==> src/rtl/wmk_pkg.sv <==
package wmk_pkg;
  localparam int SRC_N   = 5;
  localparam int SRC_TXE = 0;
  localparam int SRC_TXO = 1;
  localparam int SRC_RXU = 2;
  localparam int SRC_RXO = 3;
  localparam int SRC_RXF = 4;

  localparam int CLR_W   = 4;
  localparam int CLR_ALL = 0;
  localparam int CLR_RXU = 1;
  localparam int CLR_RXO = 2;
  localparam int CLR_TXO = 3;

  localparam logic [4:0] STAT_RST = 5'b01100;

  typedef enum logic {
    CMP_AT_OR_BELOW = 1'b0,
    CMP_ABOVE_PLUS1 = 1'b1
  } cmp_mode_e;
endpackage

==> src/rtl/wmk_level_cmp.sv <==
module wmk_level_cmp
  import wmk_pkg::*;
#(
  parameter int        CNT_W = 6,
  parameter int        THR_W = 5,
  parameter cmp_mode_e MODE  = CMP_AT_OR_BELOW
) (
  input  logic [CNT_W-1:0] count,
  input  logic [THR_W-1:0] thr,
  output logic             hit
);
  localparam int W = ((CNT_W > THR_W) ? CNT_W : THR_W) + 1;

  logic [W-1:0] cnt_x;
  logic [W-1:0] thr_x;

  assign cnt_x = W'(count);
  assign thr_x = W'(thr);

  generate
    if (MODE == CMP_AT_OR_BELOW) begin : g_le
      assign hit = (cnt_x <= thr_x);
    end else begin : g_ge1
      assign hit = (cnt_x >= (thr_x + W'(1)));
    end
  endgenerate
endmodule

==> src/rtl/wmk_sticky.sv <==
module wmk_sticky (
  input  logic clk,
  input  logic rst_n,
  input  logic set_i,
  input  logic clr_i,
  output logic q
);
  logic q_d;

  always_comb begin
    q_d = q;
    if (clr_i) q_d = 1'b0;
    if (set_i) q_d = 1'b1;
  end

  always_ff @(posedge clk or negedge rst_n) begin
    if (!rst_n) q <= 1'b0;
    else        q <= q_d;
  end
endmodule

==> src/rtl/wmk_irq_merge.sv <==
module wmk_irq_merge #(
  parameter int N = 5
) (
  input  logic [N-1:0] raw,
  input  logic [N-1:0] mask,
  input  logic         active_low,
  output logic [N-1:0] masked,
  output logic         combined
);
  logic any_hit;

  always_comb begin
    masked   = raw & mask;
    any_hit  = |masked;
    combined = active_low ? ~any_hit : any_hit;
  end
endmodule

==> src/rtl/wmk_dma_req.sv <==
module wmk_dma_req (
  input  logic clk,
  input  logic rst_n,
  input  logic enable,
  input  logic level_hit,
  input  logic ack,
  output logic req
);
  logic req_d;

  always_comb begin
    req_d = enable & level_hit & ~ack;
  end

  always_ff @(posedge clk or negedge rst_n) begin
    if (!rst_n) req <= 1'b0;
    else        req <= req_d;
  end
endmodule

==> src/rtl/fifo_irq_dma_ctl.sv <==
module fifo_irq_dma_ctl
  import wmk_pkg::*;
#(
  parameter int DEPTH = 32,
  parameter int CNT_W = $clog2(DEPTH + 1),
  parameter int THR_W = $clog2(DEPTH)
) (
  input  logic             clk,
  input  logic             rst_n,
  input  logic             ctl_en,
  input  logic             xfer_busy,
  input  logic [CNT_W-1:0] tx_level,
  input  logic [CNT_W-1:0] rx_level,
  input  logic             tx_push_full,
  input  logic             rx_pop_empty,
  input  logic             rx_push_full,
  input  logic [THR_W-1:0] tx_wmark,
  input  logic [THR_W-1:0] rx_wmark,
  input  logic [4:0]       irq_enable,
  input  logic             irq_active_low,
  input  logic             clr_stb,
  input  logic [3:0]       clr_bits,
  input  logic             dma_tx_on,
  input  logic             dma_rx_on,
  input  logic [THR_W-1:0] dma_tx_mark,
  input  logic [THR_W-1:0] dma_rx_mark,
  input  logic             dma_tx_ack,
  input  logic             dma_rx_ack,
  output logic [4:0]       stat_word,
  output logic [4:0]       raw_irq,
  output logic [4:0]       irq_masked,
  output logic             irq_tx_empty,
  output logic             irq_tx_ovf,
  output logic             irq_rx_unf,
  output logic             irq_rx_ovf,
  output logic             irq_rx_full,
  output logic             irq_any,
  output logic             dma_tx_req,
  output logic             dma_rx_req
);
  localparam logic [CNT_W-1:0] FULL_CNT = CNT_W'(DEPTH);

  // effective counts: a disabled controller sees empty FIFOs
  logic [CNT_W-1:0] tx_eff;
  logic [CNT_W-1:0] rx_eff;

  always_comb begin
    tx_eff = ctl_en ? tx_level : '0;
    rx_eff = ctl_en ? rx_level : '0;
  end

  // watermark comparators
  logic txe_hit, rxf_hit, dtx_hit, drx_hit;

  wmk_level_cmp #(.CNT_W(CNT_W), .THR_W(THR_W), .MODE(CMP_AT_OR_BELOW)) u_txe_cmp (
    .count(tx_eff), .thr(tx_wmark), .hit(txe_hit));
  wmk_level_cmp #(.CNT_W(CNT_W), .THR_W(THR_W), .MODE(CMP_ABOVE_PLUS1)) u_rxf_cmp (
    .count(rx_eff), .thr(rx_wmark), .hit(rxf_hit));
  wmk_level_cmp #(.CNT_W(CNT_W), .THR_W(THR_W), .MODE(CMP_AT_OR_BELOW)) u_dtx_cmp (
    .count(tx_eff), .thr(dma_tx_mark), .hit(dtx_hit));
  wmk_level_cmp #(.CNT_W(CNT_W), .THR_W(THR_W), .MODE(CMP_ABOVE_PLUS1)) u_drx_cmp (
    .count(rx_eff), .thr(dma_rx_mark), .hit(drx_hit));

  // level-driven raw flags, registered
  logic txe_q, txe_d;
  logic rxf_q, rxf_d;

  always_comb begin
    txe_d = txe_hit;
    rxf_d = rxf_hit;
  end

  always_ff @(posedge clk or negedge rst_n) begin
    if (!rst_n) begin
      txe_q <= 1'b1;
      rxf_q <= 1'b0;
    end else begin
      txe_q <= txe_d;
      rxf_q <= rxf_d;
    end
  end

  // sticky error flags with write-one clear
  logic clr_all;
  logic txo_clr, rxu_clr, rxo_clr;
  logic txo_q, rxu_q, rxo_q;

  always_comb begin
    clr_all = clr_stb & clr_bits[CLR_ALL];
    txo_clr = clr_all | (clr_stb & clr_bits[CLR_TXO]);
    rxu_clr = clr_all | (clr_stb & clr_bits[CLR_RXU]);
    rxo_clr = clr_all | (clr_stb & clr_bits[CLR_RXO]);
  end

  wmk_sticky u_txo (.clk(clk), .rst_n(rst_n), .set_i(tx_push_full), .clr_i(txo_clr), .q(txo_q));
  wmk_sticky u_rxu (.clk(clk), .rst_n(rst_n), .set_i(rx_pop_empty), .clr_i(rxu_clr), .q(rxu_q));
  wmk_sticky u_rxo (.clk(clk), .rst_n(rst_n), .set_i(rx_push_full), .clr_i(rxo_clr), .q(rxo_q));

  always_comb begin
    raw_irq          = '0;
    raw_irq[SRC_TXE] = txe_q;
    raw_irq[SRC_TXO] = txo_q;
    raw_irq[SRC_RXU] = rxu_q;
    raw_irq[SRC_RXO] = rxo_q;
    raw_irq[SRC_RXF] = rxf_q;
  end

  // status word
  logic [4:0] stat_q, stat_d;

  always_comb begin
    stat_d[0] = xfer_busy;
    stat_d[1] = (tx_eff == FULL_CNT);
    stat_d[2] = (tx_eff == '0);
    stat_d[3] = (rx_eff == '0);
    stat_d[4] = (rx_eff == FULL_CNT);
  end

  always_ff @(posedge clk or negedge rst_n) begin
    if (!rst_n) stat_q <= STAT_RST;
    else        stat_q <= stat_d;
  end

  assign stat_word = stat_q;

  // masking, combining and polarity
  wmk_irq_merge #(.N(SRC_N)) u_merge (
    .raw(raw_irq), .mask(irq_enable), .active_low(irq_active_low),
    .masked(irq_masked), .combined(irq_any));

  assign irq_tx_empty = irq_masked[SRC_TXE];
  assign irq_tx_ovf   = irq_masked[SRC_TXO];
  assign irq_rx_unf   = irq_masked[SRC_RXU];
  assign irq_rx_ovf   = irq_masked[SRC_RXO];
  assign irq_rx_full  = irq_masked[SRC_RXF];

  // DMA requests
  wmk_dma_req u_dtx (.clk(clk), .rst_n(rst_n), .enable(dma_tx_on), .level_hit(dtx_hit),
                     .ack(dma_tx_ack), .req(dma_tx_req));
  wmk_dma_req u_drx (.clk(clk), .rst_n(rst_n), .enable(dma_rx_on), .level_hit(drx_hit),
                     .ack(dma_rx_ack), .req(dma_rx_req));
endmodule

==> config.mk <==
export PLATFORM = sky130hd
export DESIGN_NAME = fifo_irq_dma_ctl
export DESIGN_NICKNAME = d
export VERILOG_FILES = /design/src/rtl/wmk_pkg.sv /design/src/rtl/wmk_level_cmp.sv /design/src/rtl/wmk_sticky.sv /design/src/rtl/wmk_irq_merge.sv /design/src/rtl/wmk_dma_req.sv /design/src/rtl/fifo_irq_dma_ctl.sv
export SDC_FILE = /design/constraint.sdc
export NUM_CORES = 1
export LEC_CHECK = 0
export ABC_AREA = 1
export BUFFER_PORTS_ARGS = -buffer_cell sky130_fd_sc_hd__buf_2
export CORE_ASPECT_RATIO = 0.75
export CORE_UTILIZATION = 48
export CTS_CLUSTER_DIAMETER = 40
export DETAILED_ROUTE_END_ITERATION = 10
export PLACE_DENSITY = 0.93
export SYNTH_ARGS = -nofsm -noshare
export SYNTH_HDL_FRONTEND = slang
export SYNTH_SLANG_ARGS = --single-unit
==> constraint.sdc <==
create_clock -name clk -period 1.78 [get_ports clk]
set_input_delay 0 -clock clk [delete_from_list [all_inputs] [get_ports clk]]
set_output_delay 0 -clock clk [all_outputs]
set_load 0.02 [all_outputs]
* After elaboration in Yosys (flattened, before gate mapping)
Index checks and enable logic that the tools add are counted.
** Cells by class
- Add/subtract/negate cells :: 2
- Equality and inequality tests :: 2
- Reductions and logical operators :: 6
- Magnitude comparators :: 4
- Mux-type cells :: 9
- Bitwise gates (word level) :: 15
** Operator list (count)
- $ge 6x7->1 :: 2
- $add 5x1->6 const B :: 2
- $eq 6x6->1 const B :: 2
- $le 6x5->1 :: 2
- $logic_not 6->1 :: 2
- $mux 6 :: 2
- $and 1x1->1 :: 8
- $mux 1 :: 7
- $reduce_bool 2->1 :: 3
- $and 5x5->5 :: 1
- $reduce_or 5->1 :: 1
- $not 1->1 :: 3
- $or 1x1->1 :: 3
** Storage, ports and cells
- Flip-flop bits (word level) :: 12
- Input port bits :: 54

* Depth between registers and ports, before layout
Gate-level depths: netlist (run 1).
- Depth in word-level cells :: 4
- Gate-level depth with buffers :: 9
- Depth with buffers taken out :: 8

* By module
A second synthesis (run 1) with hierarchy kept.
** Second synthesis, totals
- Cell total of the unflattened synthesis :: 225
- Area total of the unflattened synthesis :: 1472.7 um^2
** Modules (own cells, without submodules)
- fifo_irq_dma_ctl :: seq. area each 178.9 um^2, times used 1, area each 461.7 um^2, cells each 63
- wmk_level_cmp at u_dtx_cmp ... :: seq. area each 0.0 um^2, times used 2, area each 152.6 um^2, cells each 28
- wmk_level_cmp at u_rxf_cmp :: seq. area each 0.0 um^2, times used 1, area each 214.0 um^2, cells each 33
- wmk_level_cmp at u_drx_cmp :: seq. area each 0.0 um^2, times used 1, area each 211.5 um^2, cells each 34
- wmk_sticky :: seq. area each 25.0 um^2, times used 3, area each 40.0 um^2, cells each 5
- wmk_irq_merge :: seq. area each 0.0 um^2, times used 1, area each 90.1 um^2, cells each 18
- wmk_dma_req :: seq. area each 25.0 um^2, times used 2, area each 35.0 um^2, cells each 3

* Worst setup path before layout (run 1)
OpenSTA, ideal clock, no wires.
- Path kind :: input -> register
- Start :: in rx_wmark[0]
- End :: reg rxf_q
- Setup time :: 0.126 ns
- Arrival time :: 0.969 ns
- Stages :: 8
- Slack :: 0.685 ns
- Required time :: 1.654 ns
- Path through :: ha_1 -> nand3_1 -> xor2_1 -> ha_1 -> nand2_1 -> inv_1 -> a21boi_1 -> nand3_1
** On the way
- Cells in the longest elaborated chain, start to end :: 2
** RTL lines
- start: declaration :: RTL line fifo_irq_dma_ctl.sv:18 : input logic [THR_W-1:0] rx_wmark,
- $add 5x1->6 :: RTL line wmk_level_cmp.sv:24 : assign hit = (cnt_x >= (thr_x + W'(1)));
- $ge 6x7->1 :: RTL line wmk_level_cmp.sv:24
- named net rxf_d :: RTL line fifo_irq_dma_ctl.sv:66 : logic rxf_q, rxf_d;
- end signal: assignment :: RTL line fifo_irq_dma_ctl.sv:79 : rxf_q <= rxf_d;
- end: declaration :: RTL line fifo_irq_dma_ctl.sv:66
The timed path passes the listed nets, and every way through them passes these cells.
A chain may end at the register's enable or synchronous reset.

* Worst setup path in the final report (run 1)
- Start :: in tx_level[4]
- End :: reg txe_q
** On the way
- Cells in the longest elaborated chain, start to end :: 2
** RTL lines
- start: declaration :: RTL line fifo_irq_dma_ctl.sv:12 : input logic [CNT_W-1:0] tx_level,
- $mux 6 :: RTL line fifo_irq_dma_ctl.sv:48 : tx_eff = ctl_en ? tx_level : '0;
- $le 6x5->1 :: RTL line wmk_level_cmp.sv:22 : assign hit = (cnt_x <= thr_x);
- named net txe_d :: RTL line fifo_irq_dma_ctl.sv:65 : logic txe_q, txe_d;
- end signal: assignment :: RTL line fifo_irq_dma_ctl.sv:78 : txe_q <= txe_d;
- end: declaration :: RTL line fifo_irq_dma_ctl.sv:65
The timed path passes the listed nets, and every way through them passes these cells.

==> results of run 1 <==
[metal layers]
layer,GRT usage,wire length [um],part of all wire
met1,0.252,1390,0.45
met2,0.385,1490,0.48
met5,0,0,0
met4,0.0977,19,0.0062
met3,0.0119,194,0.063
[layout by cell type, fill, tap and decap left out]
cell	instances
a21boi_1	1
a21o_1	1
a21oi_1	7
a21oi_2	2
a31o_1	3
and3_1	1
buf_2	76
clkbuf_8	4
dfrtp_1	9
dfstp_2	3
dlygate4sd3_1	11
ha_1	24
inv_1	33
inv_2	4
nand2_1	37
nand2_2	5
nand3_1	10
nand3b_1	2
nand4_1	2
nand4_2	1
nor2_1	4
nor2_2	1
nor3_2	3
o21ai_1	3
o21bai_4	1
xnor2_1	3
xor2_1	4
[registers in the layout (all words and copies together) (netlist names)]
register and flops:
u_dtx.req 1, rxf_q 1, u_drx.req 1, stat_word 5, u_rxu.q 1, u_txo.q 1, u_rxo.q 1, txe_q 1
[final cells by class]
class / count / area, um2 / share of cell area
multi-input combinational: 115 / 807 / 0.438
timing repair buffer: 87 / 490 / 0.266
sequential: 12 / 304 / 0.165
clock buffer: 4 / 55.1 / 0.0299
tap: 36 / 45.0 / 0.0245
inverter: 37 / 139 / 0.0755
[through the flow]
stage	worst slack [ns]	hold slack, ns	instances	power, mW	utilization
2_1_floorplan	0.685	-0.296	175	0.576	-
3_3_place_gp	0.512	-0.115	276	0.683	0.639
3_5_place_dp	0.459	-0.117	276	0.693	0.639
4_1_cts	0.444	0.0249	291	1.01	0.702
5_1_grt	0.338	0.0321	291	1.07	0.702
6_report	0.429	0.0394	291	1.00	0.702
[cells by family (layout without fill, tap and decap cells)]
logic type                 count (synthesis)  in the layout  synth area share
adders and majority gates                 24             24             0.225
xor gates and xnor gates                   7              7            0.0459
buffers and inverters                     48            128             0.169
AOI/OAI and AO/OA                         18             18            0.0955
DFF                                       12             12             0.228
and+or+nand+nor                           66             66             0.238
[final timing paths]
path | from | to | slack, ns | cells after the start
max in group asynchronous | rst_n | stat_word[2]$_DFF_PN1_ | 1.35 | 2
min in group asynchronous | rst_n | u_rxo.q$_DFFE_PN0P_ | 0.16 | 2
worst min-delay path | rx_level[5] | stat_word[4]$_DFF_PN0_ | 0.04 | 3
worst min register to register | u_rxo.q$_DFFE_PN0P_ | u_rxo.q$_DFFE_PN0P_ | 0.54 | 1
worst max register to register | u_txo.q$_DFFE_PN0P_ | u_txo.q$_DFFE_PN0P_ | 1.06 | 1
worst max-delay path | tx_level[4] | txe_q$_DFF_PN1_ | 0.43 | 10
[where the power goes]
| group | total (mW) | internal, mW | switching [mW] |
|---|---|---|---|
| clock | 0.291 | 0.195 | 0.0961 |
| combinational | 0.403 | 0.175 | 0.228 |
| sequential | 0.308 | 0.298 | 0.0101 |
==> flow_summary_export.csv, run 1 <==
group,metric,value,unit
outcome,status,"finished, final reports clean",
pwr,p_per_area,544,nW/um2
layout,design_area,1840,um2
flow_run,maxCapViolations,0,
critical_path,crit_type,"primary input to register",
route,vias,1356,
cts,worstSkewPairLatency,0.24,ns
layout,drive_above_1_share,0.392,
route,antenna_left,0,
synth,avgSynthCellArea,7.64,um2
route,viasPerCell,4.66,
cts,cts_tree,"yes",
layout,n_fill_cell,227,
cts,ctsHoldBuffers,11,
synth,yosysTopAreaCell,"ha_1",
critical_path,slowest_delay,0.53,ns
synth,syn_inst,175,
pwr,ir_drop,231,uV
timing,timing.fmax,740,MHz
floorplan,start_util,0.510,
grt,grt_pass1_vias,1137,
timing,slew_headroom,0.807,
timing,finalHoldViolCount,0,
critical_path,crit_arrival,1.51,ns
place,place_hpwl,2490,um
critical_path,cp_top_family,"buffers and inverters",
grt,track_usage,0.204,
timing,worst_pin_slew,0.289,ns
timing,setup_violations,0,
route,drcViolationCount,0,
route,wl_per_cell,10.6,um
synth,synth-async-reset-ratio,1.00,
timing,rsz0062_at_grt,"no",
place,portBuffers,76,
layout,finalNetCount,334,
layout,diodes,0,
synth,ys_top_cells_by_area,"ha_1 22%, dfrtp_1 17%, nand2_1 10%",
critical_path,cp_cell_sequence,"dlygate4sd3_1 -> buf_2 -> nand2_1 -> inv_1 -> ha_1 -> nand3_1 -> a21oi_2 -> o21ai_1 -> nand2_1 -> nand2_1",
timing,fin_setup_tns,0,ns
place,place_area,1680,um2
floorplan,dieArea,3000,um2
timing,drv_slew,0,
critical_path,cp_max_fo,2,
route,routed_wl,3090,um
timing,finalCriticalPeriod,1.35,ns
floorplan,design.core.area,2620,um2
synth,yosysUniqueCellTypes,26,
critical_path,crit_buf_inv,3,
critical_path,cpMostUsedCell,"nand2_1",
synth,synth_edf_count,0,
synth,syn_area,1340,um2
floorplan,chipWidth,62.9,um
grt,gr-total-overflow,0,
grt,antenna_found_initial,0,
floorplan,die_y,47.7,um
synth,synth.ff_latch_count,12,
cts,cts_buffer_depth,2,
layout,area_growth,37.7,%
cts,cts.sinks,12,
timing,fin_skew,0,ns
floorplan,rows,16,
synth,synth_top_area_frac,0.225,
critical_path,endpoint_kind,"register",
critical_path,worstSetupStartpointType,"primary input",
pwr,leakagePower,1.14,nW
synth,synthTopCellsByCount,"37 x nand2_1, 33 x inv_1, 24 x ha_1, 10 x buf_4, 10 x nand3_1",
synth,seq_area_frac_synth,0.228,
critical_path,required,1.94,ns
route,firstDrtPassIters,4,
cts,cts-root-buf,"clkbuf_8",
cts,cts_made_buffers,3,
route,drtIter0Drc,30,
hold_path,holdCritPathClass,"primary input to register",
cts,clk_pin_slew,0.05,ns
place,routabilityCongestion,0.818,
synth,synth_warnings,0,
cts,post_cts_buffers,0,
synth,synth_nets,253,
critical_path,slowest_stage,"dlygate4sd3_1",
grt,grt_pass1_wl,4700,um
grt,grt_max_degree,14,
floorplan,pin_count,77,
cts,cts-htree-levels,1,
timing,period_share,0.759,
cts,post_cts_resized,0,
synth,ys.flop_type,"dfrtp_1",
synth,synth_most_common_cell,"nand2_1",
(Power assumes the default switching activity.)
==> run 2: changes to the inputs <==
- CORE_UTILIZATION: 48 -> 40
- PLACE_DENSITY: 0.93 -> 0.83
- clock period: 1.78 -> 1.15 ns (I/O delays scaled with it)
==> run 2 against run 1 <==
  * The run now ends with negative setup slack left
  * Clock power up 48%
  * Non-clock buffer count increased by 8
  * Cell area rose by 5.4%
  * Global-route usage fell by 2.6 points
  * Hold slack worse by 0.030 ns
  * Sequential share of layout area is 0.84 points lower
  * Final cell count up 3.4%
  * Core utilization decreased by 6.9 points
  * Die area is 19% higher
  * Via count rose by 0.74%
  * Clock skew unchanged
  * Total power is 57% higher
==> flow_summary_export.csv, run 2 (synthesis gave the netlist of run 1 again) <==
group,metric,value,unit
pwr,leakagePower,1.19,nW
critical_path,cp_max_fo,2,
route,vias,1366,
pwr,p_per_area,813,nW/um2
floorplan,dieArea,3580,um2
route,antenna_left,0,
route,drcViolationCount,0,
critical_path,crit_type,"register to output port",
grt,grt_pass1_wl,4710,um
layout,drive_above_1_share,0.441,
critical_path,crit_arrival,1.20,ns
layout,n_fill_cell,275,
critical_path,endpoint_kind,"output port",
outcome,status,"complete, but fails checks",
timing,fin_setup_tns,-0.0506,ns
cts,cts_tree,"yes",
layout,final_common_cell,"buf_2",
pwr,p_total,1.58,mW
floorplan,die_y,52.1,um
layout,finalNetCount,342,
timing,rsz0062_at_grt,"yes",
layout,largest_reg_flops,5,
floorplan,rows,17,
grt,grt_pass1_vias,1238,
place,portBuffers,76,
floorplan,start_util,0.436,
outcome,violations,"negative setup slack",
route,drtIter0Drc,40,
layout,utilization,0.633,
timing,drv_slew,0,
layout,final_cell_mix,"72 x buf_2, 34 x nand2_1, 32 x inv_1, 24 x ha_1",
route,routed_wl,3060,um
timing,setup_violations,1,
cts,cts_made_buffers,3,
critical_path,required,1.15,ns
pwr,ir_drop,385,uV
layout,seqCellArea,304,um2
grt,track_usage,0.178,
floorplan,design.core.area,3060,um2
floorplan,chipWidth,68.7,um
grt,gr-total-overflow,0,
layout,diodes,0,
cts,clk_pin_slew,0.05,ns
floorplan,pin_count,77,
timing,fin_skew,0,ns
timing,worst_slack,-0.0506,ns
cts,cts-root-buf,"clkbuf_8",
layout,area_growth,45.1,%
cts,cts_buffer_depth,2,
timing,finalCriticalPeriod,1.20,ns
grt,antenna_found_initial,0,
hold_path,holdCritPathClass,"primary input to register",
place,routabilityCongestion,0.793,
timing,finalHoldViolCount,0,
grt,grt_max_degree,14,
route,wl_per_cell,10.2,um
cts,cts.sinks,12,
critical_path,worstSetupStartpointType,"register",
timing,timing.fmax,833,MHz
cts,worstSkewPairLatency,0.23,ns
timing,period_share,1.04,
layout,multi_input_area,826,um2
timing,slew_headroom,0.827,
route,firstDrtPassIters,3,
place,pre_cts_slack,-0.161,ns
route,viasPerCell,4.54,
flow_run,maxCapViolations,0,
cts,cts-htree-levels,1,
place,place_hpwl,2570,um
timing,worst_pin_slew,0.260,ns
-- run 2: metal layers --
layer / vias up / routed length (um) / part of all wire / track usage
li1: 724 / - / - / -
met1: 589 / 1270 / 0.41 / 0.182
met2: 51 / 1560 / 0.51 / 0.368
met3: 2 / 223 / 0.073 / 0.0417
met4: 0 / 17 / 0.0055 / 0.0204
met5: - / 0 / 0 / 0
-- run 2: where the power goes --
| part | internal [mW] | switching [mW] | total, mW |
|---|---|---|---|
| clock network | 0.300 | 0.131 | 0.431 |
| logic | 0.307 | 0.362 | 0.669 |
| registers | 0.461 | 0.0160 | 0.477 |
| total | 1.07 | 0.509 | 1.58 |
-- run 2: worst paths after layout --
check                      cells past startpoint  slack, ns                 from                      to
setup / recovery                               5      -0.05      txe_q$_DFF_PN1_                 irq_any
hold / removal                                 4       0.01           dma_rx_ack     u_drx.req$_DFF_PN0_
setup reg to reg                               2       0.31  u_rxu.q$_DFFE_PN0P_     u_rxu.q$_DFFE_PN0P_
hold reg to reg                                1       0.54  u_rxo.q$_DFFE_PN0P_     u_rxo.q$_DFFE_PN0P_
max in group asynchronous                      2       0.70                rst_n  stat_word[3]$_DFF_PN1_
min in group asynchronous                      2       0.18                rst_n     u_dtx.req$_DFF_PN0_
-- run 2: through the flow --
| step | cells | area, um2 | hold WS, ns |
|---|---|---|---|
| finish | 301 | 1940 | 0.00990 |
| CTS | 300 | 1900 | 0.00753 |
| detailed placement | 285 | 1730 | -0.112 |
| global route | 301 | 1940 | 0.00205 |
| global placement | 285 | 1730 | -0.116 |
| floorplan | 175 | 1340 | -0.296 |
-- run 2: worst max-delay path, cell delays in order (launching register included) --
cell     delay, ns
dfstp_2       0.54
nand2_2       0.06
nand2_2       0.06
nor2_2        0.04
xnor2_1       0.12
buf_4         0.16
-- run 2: what timing repair did --
action	CTS	global route
setup buffers	1	1
endpoints found under the setup margin	1	4
hold endpoints to repair	19	0
hold buffers	10	0
pin swaps	4	5
resized for setup	3	11
-- run 2: area by class of cell --
class	instances	area share
well taps	38	0.0245
repair buffers	95	0.292
inverters	37	0.0729
clock buffers	4	0.0284
multi-input cells	115	0.426
flip-flops and latches	12	0.157
==> run 3: changes to the inputs <==
- CORE_UTILIZATION: 40 -> 41
- CTS_BUF_LIST: default -> sky130_fd_sc_hd__clkbuf_16
- CTS_CLUSTER_SIZE: default -> 14
- SYNTH_HIERARCHICAL: default -> 1
==> run 3 against run 2 <==
  * The run ends with design-rule violations, negative setup slack left
  * Die area up 7.3%
  * Cell area increased by 8.6%
  * Worst setup slack gained 0.039 ns
  * Clock power is 43% higher
==> flow_summary_export.csv, run 3 <==
group,metric,value,unit
pwr,clkPwrFrac,0.342,
critical_path,required,1.15,ns
grt,grt_max_degree,14,
critical_path,r2r_end,"u_txo/q$_DFFE_PN0P_",
critical_path,endpoint_kind,"output port",
place,routabilityCongestion,0.803,
synth,yosysUniqueCellTypes,21,
synth,yosysTopAreaCell,"ha_1",
synth,synth_most_common_cell,"nand2_1",
layout,final_common_cell,"buf_2",
layout,design_area,2110,um2
layout,diodes,0,
timing,worst_slack,-0.0111,ns
critical_path,crit_arrival,1.16,ns
layout,n_fill_cell,320,
pwr,ir_drop,437,uV
pwr,swShare,0.319,
floorplan,die_y,53.9,um
timing,fin_skew,0,ns
grt,track_usage,0.177,
place,portBuffers,76,
outcome,violations,"design-rule violations, negative setup slack",
outcome,status,"complete, but fails checks",
route,antenna_left,0,
route,routed_wl,3310,um
route,viasPerCell,4.28,
cts,cts.sinks,12,
floorplan,chipWidth,71.2,um
cts,cts-root-buf,"clkbuf_16",
synth,synth_compound_area_frac,0.0399,
hold_path,holdCritPathClass,"primary input to register",
pwr,internal_power,1.23,mW
synth,muxShareOfSynthArea,0,
timing,setup_violations,1,
grt,grt_pass1_wl,5180,um
synth,synth_top_area_frac,0.204,
synth,syn_area,1470,um2
route,drtIter0Drc,84,
floorplan,design.core.area,3360,um2
critical_path,r2r_start,"u_txo/q$_DFFE_PN0P_",
route,wl_per_cell,9.30,um
synth,synth_nets,303,
critical_path,cp_max_fo,2,
pwr,power.switching,573,uW
layout,multi_input_area,875,um2
floorplan,dieArea,3840,um2
route,drcViolationCount,9,
layout,seqCellArea,304,um2
synth,synthSimpleGateAreaFrac,0.305,
synth,synth_top_family_by_area,"simple AND/OR/NAND/NOR gates",
synth,synthTopCellsByCount,"63 x nand2_1, 56 x inv_1, 24 x ha_1, 16 x nor2_1, 10 x buf_4",
synth,syn_inst,225,
synth,yosys.area_share.xor_xnor,0.0357,
flow_run,maxCapViolations,0,
pwr,p_total,1.80,mW
route,firstDrtPassIters,7,
grt,gr-total-overflow,0,
cts,cts_made_buffers,3,
cts,cts-htree-levels,1,
place,pre_cts_slack,-0.194,ns
synth,seq_area_frac_synth,0.206,
pwr,leakagePower,1.38,nW
pwr,sequentialPowerShare,0.266,
hold_path,hp-start,"tx_level[5]",
layout,finalNetCount,395,
timing,rsz0062_at_grt,"yes",
layout,drive_above_1_share,0.383,
timing,drv_slew,0,
synth,synth-async-reset-ratio,1.00,
synth,ys_top_cells_by_area,"ha_1 20%, nand2_1 16%, dfrtp_1 15%",
critical_path,worstSetupStartpointType,"register",
critical_path,r2r_setup_slack,0.42,ns
hold_path,hold_path_depth,4,
place,place_hpwl,2690,um
cts,clk_pin_slew,0.04,ns
synth,ys.flop_type,"dfrtp_1",
layout,instances_no_fill,356,
timing,finalCriticalPeriod,1.16,ns
grt,antenna_found_initial,0,
synth,synth.ff_latch_count,12,
hold_path,min_to,"stat_word[2]$_DFF_PN1_",
pwr,power.share.combinational,0.392,
layout,final_cell_mix,"74 x buf_2, 61 x nand2_1, 56 x inv_1, 24 x ha_1, 16 x nor2_1",
timing,period_share,1.01,
grt,grt_pass1_vias,1291,
cts,cts_tree,"yes",
place,dp.cells,341,
timing,slew_headroom,0.826,
route,vias,1524,
timing,fin_setup_tns,-0.0111,ns
cts,worstSkewPairLatency,0.23,ns
critical_path,crit_type,"register to output port",
critical_path,rr_worst_depth,3,
floorplan,pin_count,77,
synth,synth_warnings,6,
layout,area_growth,43.0,%
pwr,p_per_area,854,nW/um2
layout,largest_reg_flops,5,
timing,timing.fmax,861,MHz
synth,synthAdderAreaFrac,0.204,
floorplan,start_util,0.439,
synth,synth_edf_count,0,
floorplan,rows,18,
timing,finalHoldViolCount,0,
synth,avgSynthCellArea,6.55,um2
timing,worst_pin_slew,0.259,ns
cts,cts_buffer_depth,2,
place,place_area,1900,um2
run 3: cell types whose count changed in the layout (fill, tap and decap cells not counted), sizes merged, moves of 2 or more:
cell	change
a21oi	-5
buf	+4
nand4	-3
inv	+21
nor2	+19
clkinv	+2
nand3	-2
a31o	-3
nor3	-3
nand2	+29
run 3: logic make-up (layout without fill, tap and decap cells):
| kind of cell | count (synthesis) | in the layout |
|---|---|---|
| AND/OR/NAND/NOR | 104 | 104 |
| buffers and inverters | 70 | 161 |
| adder cells (fa/ha/maj) | 24 | 24 |
| flip-flops | 12 | 12 |
| AO/OA/AOI/OAI | 9 | 9 |
| XOR/XNOR | 6 | 6 |
run 3: final cells by class:
class / instances / area share
inverters: 59 / 0.105
well taps: 40 / 0.0238
repair buffers: 98 / 0.274
multi-input cells: 143 / 0.415
clock inverters: 1 / 0.00178
flip-flops and latches: 12 / 0.144
clock buffers: 3 / 0.0357
run 3: per-layer routing:
metal	GRT usage	routed length (um)	vias to the layer above
met5	0	0	-
met2	0.325	1580	55
met1	0.212	1490	633
li1	-	-	834
met4	0.0800	27	0
met3	0.0225	217	2
run 3: power by group through the flow:
stage | registers (mW) | logic [mW] | clock network [mW]
finish | 0.479 | 0.704 | 0.615
global route | 0.484 | 0.793 | 0.643
CTS | 0.479 | 0.695 | 0.631
detailed placement | 0.483 | 0.656 | 0
global placement | 0.482 | 0.633 | 0
floorplan | 0.500 | 0.419 | 0
run 3: critical path, stage by stage (launching register included):
cell and delay [ns]:
dfstp_2 0.53, nand2_2 0.06, nand2_2 0.08, inv_2 0.04
nand3_2 0.05, nand2_1 0.06, buf_6 0.13
run 3: worst max-delay path by stage:
stage / startpoint / end / depth (start not counted) / slack [ns]
after global routing: u_rxo/q$_DFFE_PN0P_ / irq_any / 6 / -0.06
after global placement: dma_rx_mark[0] / u_drx/req$_DFF_PN0_ / 11 / -0.15
after detailed placement: dma_rx_mark[0] / u_drx/req$_DFF_PN0_ / 11 / -0.19
after floorplan: dma_rx_mark[0] / u_drx/req$_DFF_PN0_ / 10 / 0.01
after CTS: txe_q$_DFF_PN1_ / irq_any / 6 / -0.02
final: txe_q$_DFF_PN1_ / irq_any / 6 / -0.01
run 3: repair_timing:
item | in CTS | in global routing
pin swaps | 4 | 1
hold buffers | 9 | 0
buffers inserted | 0 | 2
endpoints found under the hold margin | 18 | 0
endpoints found under the setup margin | 1 | 3
resized for setup | 6 | 2
run 3: stage by stage:
step,hold WS (ns),utilization
floorplan,-0.296,-
global placement,-0.114,0.566
detailed placement,-0.115,0.566
CTS,0.0216,0.621
global route,0.0484,0.628
finish,0.0191,0.628
